--- src/rtl/bic_pkg.sv ---
package bic_pkg;

    // Polarity carried on the extra line
    typedef enum logic {
        POL_TRUE = 1'b0,
        POL_INV  = 1'b1
    } bic_pol_e;

    // Width of a population count for a vector of w bits
    function automatic int cnt_width(input int w);
        return $clog2(w + 1);
    endfunction

endpackage

--- src/rtl/bic_popcount.sv ---
module bic_popcount #(
    parameter int W  = 8,
    parameter int CW = 4
) (
    input  logic [W-1:0]  vec,
    output logic [CW-1:0] cnt
);
    // Ripple chain of partial sums, one stage per bit
    logic [CW-1:0] part [W+1];

    assign part[0] = '0;

    genvar i;
    generate
        for (i = 0; i < W; i++) begin : g_stage
            assign part[i+1] = part[i] + CW'(vec[i]);
        end
    endgenerate

    assign cnt = part[W];

endmodule

--- src/rtl/bic_tx.sv ---
module bic_tx
    import bic_pkg::*;
#(
    parameter int W = 8
) (
    input  logic         clk,
    input  logic         rst,
    input  logic         word_vld,
    input  logic [W-1:0] word,
    output logic [W-1:0] lines,
    output logic         flag,
    output logic         fire
);
    localparam int CW   = cnt_width(W);
    localparam int HALF = W / 2;

    typedef struct packed {
        logic [W-1:0] lines;
        bic_pol_e     pol;
        logic         fire;
    } tx_t;

    tx_t s_d, s_q;

    logic [W-1:0]  diff;
    logic [CW-1:0] toggles;
    bic_pol_e      pol_sel;

    // Distance between the candidate word and the levels now on the lines
    assign diff = word ^ s_q.lines;

    bic_popcount #(.W(W), .CW(CW)) u_cnt (
        .vec (diff),
        .cnt (toggles)
    );

    always_comb begin
        pol_sel = (toggles > CW'(HALF)) ? POL_INV : POL_TRUE;
        s_d      = s_q;
        s_d.fire = 1'b0;
        if (word_vld) begin
            s_d.lines = word ^ {W{pol_sel == POL_INV}};
            s_d.pol   = pol_sel;
            s_d.fire  = 1'b1;
        end
    end

    always_ff @(posedge clk) begin
        if (rst) begin
            s_q.lines <= '0;
            s_q.pol   <= POL_TRUE;
            s_q.fire  <= 1'b0;
        end else begin
            s_q <= s_d;
        end
    end

    assign lines = s_q.lines;
    assign flag  = (s_q.pol == POL_INV);
    assign fire  = s_q.fire;

endmodule

--- src/rtl/bic_rx.sv ---
module bic_rx #(
    parameter int W = 8
) (
    input  logic         clk,
    input  logic         rst,
    input  logic [W-1:0] lines,
    input  logic         flag,
    input  logic         fire,
    output logic [W-1:0] word,
    output logic         word_vld
);
    typedef struct packed {
        logic [W-1:0] cap_lines;
        logic         cap_flag;
        logic         cap_vld;
        logic [W-1:0] out_word;
        logic         out_vld;
    } rx_t;

    rx_t s_d, s_q;

    always_comb begin
        s_d = s_q;
        // Capture stage: load only when a transfer occurred
        s_d.cap_vld = fire;
        if (fire) begin
            s_d.cap_lines = lines;
            s_d.cap_flag  = flag;
        end
        // Restore stage
        s_d.out_vld = s_q.cap_vld;
        if (s_q.cap_vld) begin
            s_d.out_word = s_q.cap_lines ^ {W{s_q.cap_flag}};
        end
    end

    always_ff @(posedge clk) begin
        if (rst) begin
            s_q <= '0;
        end else begin
            s_q <= s_d;
        end
    end

    assign word     = s_q.out_word;
    assign word_vld = s_q.out_vld;

endmodule

--- src/rtl/bic_link.sv ---
module bic_link #(
    parameter int DATA_W = 8
) (
    input  logic              clk,
    input  logic              rst,
    input  logic              in_valid,
    input  logic [DATA_W-1:0] in_data,
    output logic [DATA_W-1:0] bus_lines,
    output logic              bus_flag,
    output logic              out_valid,
    output logic [DATA_W-1:0] out_data
);
    logic tx_fire;

    bic_tx #(.W(DATA_W)) u_tx (
        .clk      (clk),
        .rst      (rst),
        .word_vld (in_valid),
        .word     (in_data),
        .lines    (bus_lines),
        .flag     (bus_flag),
        .fire     (tx_fire)
    );

    bic_rx #(.W(DATA_W)) u_rx (
        .clk      (clk),
        .rst      (rst),
        .lines    (bus_lines),
        .flag     (bus_flag),
        .fire     (tx_fire),
        .word     (out_data),
        .word_vld (out_valid)
    );

endmodule

--- config.mk ---
export PLATFORM = sky130hd
export DESIGN_NAME = bic_link
export DESIGN_NICKNAME = d
export VERILOG_FILES = /design/src/rtl/bic_pkg.sv /design/src/rtl/bic_popcount.sv /design/src/rtl/bic_tx.sv /design/src/rtl/bic_rx.sv /design/src/rtl/bic_link.sv
export SDC_FILE = /design/constraint.sdc
export NUM_CORES = 1
export LEC_CHECK = 0
export BUFFER_PORTS_ARGS = -buffer_cell sky130_fd_sc_hd__buf_2
export CAP_MARGIN = 10
export CORE_UTILIZATION = 59
export CTS_BUF_LIST = sky130_fd_sc_hd__clkbuf_16
export DETAILED_ROUTE_END_ITERATION = 6
export GPL_TIMING_DRIVEN = 0
export PLACE_DENSITY = 0.84
export SETUP_SLACK_MARGIN = 0.4
export SLEW_MARGIN = 20
export SYNTH_ARGS = -nofsm -noshare
export SYNTH_HDL_FRONTEND = slang
export SYNTH_SLANG_ARGS = --single-unit
--- constraint.sdc ---
create_clock -name clk -period 10 [get_ports clk]
set_input_delay 3 -clock clk [delete_from_list [all_inputs] [get_ports clk]]
set_output_delay 3 -clock clk [all_outputs]
set_load 0.02 [all_outputs]
==> reports/results.tsv <==
stage	metric	value	unit
synthesis	seq_area_frac_synth	0.364	
clocking	cts_buffer_depth	2	
critical_path	worst-path-buf-inv	5	
critical_path	timing.rr.start	u_tx.lines[0]	
global_routing	grt.overflow.total	0	
critical_path	startpoint_type	primary input	
critical_path	reg2reg_slack	5.89	ns
hold_path	hp-class	reg2reg	
critical_path	path_class	in2reg	
detailed_routing	drt-wirelength-per-cell	14.2	um
clocking	cts_setup_buffers	0	
critical_path	path_delay_family	adder cells	
synthesis	synth_ff_type	dfxtp_1	
finish	multiInputGateArea	875	um2
synthesis	synth_top_area_share	0.364	
critical_path	path_max_fanout	9	
timing	finalCritPeriodShare	0.656	
synthesis	synth_edf_count	0	
synthesis	avgSynthCellArea	9.96	um2
clocking	cts-root-buf	clkbuf_16	
timing	period_minus_slack	6.56	ns
critical_path	cp.depth	14	
synthesis	ys_ff_latch	29	
finish	nets	213	
finish	layout-drive-gt1-share	0.287	
finish	fillers	193	
timing	slew_headroom	0.581	
synthesis	synth_cell_types	23	
global_routing	grt_usage	0.261	
critical_path	crit_top_cell	fa_1	
detailed_routing	vias	1278	
die	initial_utilization	0.632	
pwr	ir_drop	0.397	mV
detailed_routing	initialDrtViolationCount	27	
detailed_routing	ant_nets	0	
synthesis	yosysWarnings	0	
synthesis	async_flop_share	0	
critical_path	crit_path_end_kind	register	
timing	max_clock_freq	152	MHz
synthesis	synth_nets	178	
clocking	ctsHoldBuffers	0	
clocking	cts_resized	0	
critical_path	crit_slowest_cell	fa_1	
synthesis	netlist_area	0.00159	mm2
die	core_area	0.00252	mm2
global_routing	grt_max_degree	11	
die	die_w	54.0	um
synthesis	synth.largest_area_cell	dfxtp_1	
timing	rsz0062_at_grt	no	
placement	dp_hpwl	2300	um
timing	finalSetupViolCount	0	
detailed_routing	drt-total-wl	3190	um
run_status	status	complete, no violations	
critical_path	crit_arrival	6.68	ns
timing	slew_violations	0	
global_routing	grt_pass1_vias	1187	
die	die_area	0.00291	mm2
die	ios	29	
critical_path	reg2reg_to	u_tx.lines[1]	
timing	hold_viol_final	0	
clocking	htreeDepth	2	
critical_path	path_cells	buf_2 -> xnor2_1 -> fa_1 -> inv_1 -> fa_1 -> inv_1 -> fa_1 -> inv_1 -> ha_1 -> fa_1 -> nor2_1 -> o22a_1 -> buf_6 -> o221ai_1	
timing	tightest_slew	0.626	ns
global_routing	grt_pass1_wl	5320	um
placement	gp_congestion	0.800	
clocking	clock_sinks	29	
pwr	power.leakage	0.823	nW
detailed_routing	avgViaCountPerCell	5.68	
timing	tns	0	ns
synthesis	syn_inst	160	
clocking	clk_pin_slew	0.05	ns
clocking	cts_tree	built	
synthesis	synth_area_leaders	dfxtp_1 (36%), o221ai_1 (8.8%), xnor2_1 (7.1%)	
placement	port-buffer-count	28	
finish	seqCellArea	581	um2
pwr	power_density	354	mW/mm2
finish	area_growth	19.5	%
detailed_routing	drcViolationCount	0	
timing	hold_slack	0.492	ns
run	drv_cap	0	
clocking	cts_made_buffers	5	
synthesis	synth_common_cells	dfxtp_1 (29), nor2_1 (19), o221ai_1 (16), xnor2_1 (13), mux2i_1 (9)	
clocking	clk_latency	0.27	ns
timing	skew	0.00102	ns
die	rows	18	
finish	antennaDiodeCount	0	
global_routing	antenna_found_initial	0	
critical_path	worstSetupStartpoint	in_data[0]	
synthesis	synth_most_common_cell	dfxtp_1	
die	chipHeight	54.0	um
critical_path	required	10.13	ns
detailed_routing	first_pass_iters	4	
critical_path	crit_path_end	u_tx.lines[1]	
critical_path	reg2reg_depth	13	
critical_path	slowest_delay	0.55	ns
## stage by stage
stage | setup slack, ns | util | power, mW | std cells | instance area, um2
3_5_place_dp | 3.18 | 0.702 | 0.537 | 218 | 1770
2_1_floorplan | 3.64 | - | 0.441 | 160 | 1590
5_1_grt | 3.24 | 0.755 | 0.726 | 225 | 1900
6_report | 3.44 | 0.755 | 0.674 | 225 | 1900
4_1_cts | 3.46 | 0.755 | 0.673 | 225 | 1900
3_3_place_gp | 3.27 | 0.702 | 0.512 | 218 | 1770
## report_power, final
group | internal, mW | switching, mW | total, mW
Sequential | 0.134 | 0.0159 | 0.150
Clock | 0.0883 | 0.0458 | 0.134
Combinational | 0.144 | 0.246 | 0.390
Total | 0.366 | 0.307 | 0.674
## cells by family (layout without fill, tap and decap cells)
group                      Yosys count  after routing  synth area share
DFF                                 29             29             0.364
adders and majority gates            7              7            0.0738
muxes                                9              9            0.0565
and+or+nand+nor                     46             46             0.176
AOI/OAI and AO/OA                   27             27             0.144
buffers and inverters               25             60            0.0871
xor gates and xnor gates            17             17            0.0981
## worst min-delay path by stage
stage / from / end / slack [ns] / depth (start not counted)
after global routing: u_rx.word[0] / u_rx.word[0] / 0.50 / 2
final: u_rx.word[0] / u_rx.word[0] / 0.49 / 2
after CTS: u_rx.word[0] / u_rx.word[0] / 0.49 / 2
after detailed placement: u_rx.word[5] / u_rx.word[5] / 0.48 / 2
after floorplan: u_rx.word[0] / u_rx.word[0] / 0.46 / 2
after global placement: u_rx.word[5] / u_rx.word[5] / 0.48 / 2
## area by class of cell
class	count	area share
well taps	30	0.0197
flip-flops and latches	29	0.305
repair buffers	28	0.0736
clock inverters	2	0.00394
plain buffers	19	0.0611
multi-input cells	106	0.459
clock buffers	5	0.0657
inverters	6	0.0118
## metal layers
metal,track usage,vias to the layer above,wire [um]
li1,-,631,-
met1,0.302,594,1360
met2,0.465,44,1590
met3,0.0508,9,165
met4,0.111,0,75
met5,0,-,0
## worst min-delay path, stage by stage, from the launching register on
cell and delay (ns):
dfxtp_1 0.31, nor2_1 0.09, a211oi_1 0.05
## placed cells by master (no fill, tap or decap), drive strengths merged
master  Yosys  layout
buf        15      43
dfxtp      29      29
nor2       19      19
o221ai     16      16
xnor2      14      14
mux2i       9       9
a211oi      9       9
clkbuf      4       9
nand2b      8       8
and3b       8       8
or3b        8       8
inv         6       7
fa          4       4
xor2        3       3
nor2b       3       3
ha          3       3
a21oi       1       1
o22a        1       1
clkinv      0       1
## state kept, by name (all words and copies together) (netlist names)
signal,cells
u_rx.s_q,9
u_rx.s_d,1
u_tx.lines,8
u_rx.word,8
u_rx.word_vld,1
u_tx.fire,1
u_tx.flag,1
(Power assumes the default switching activity.)
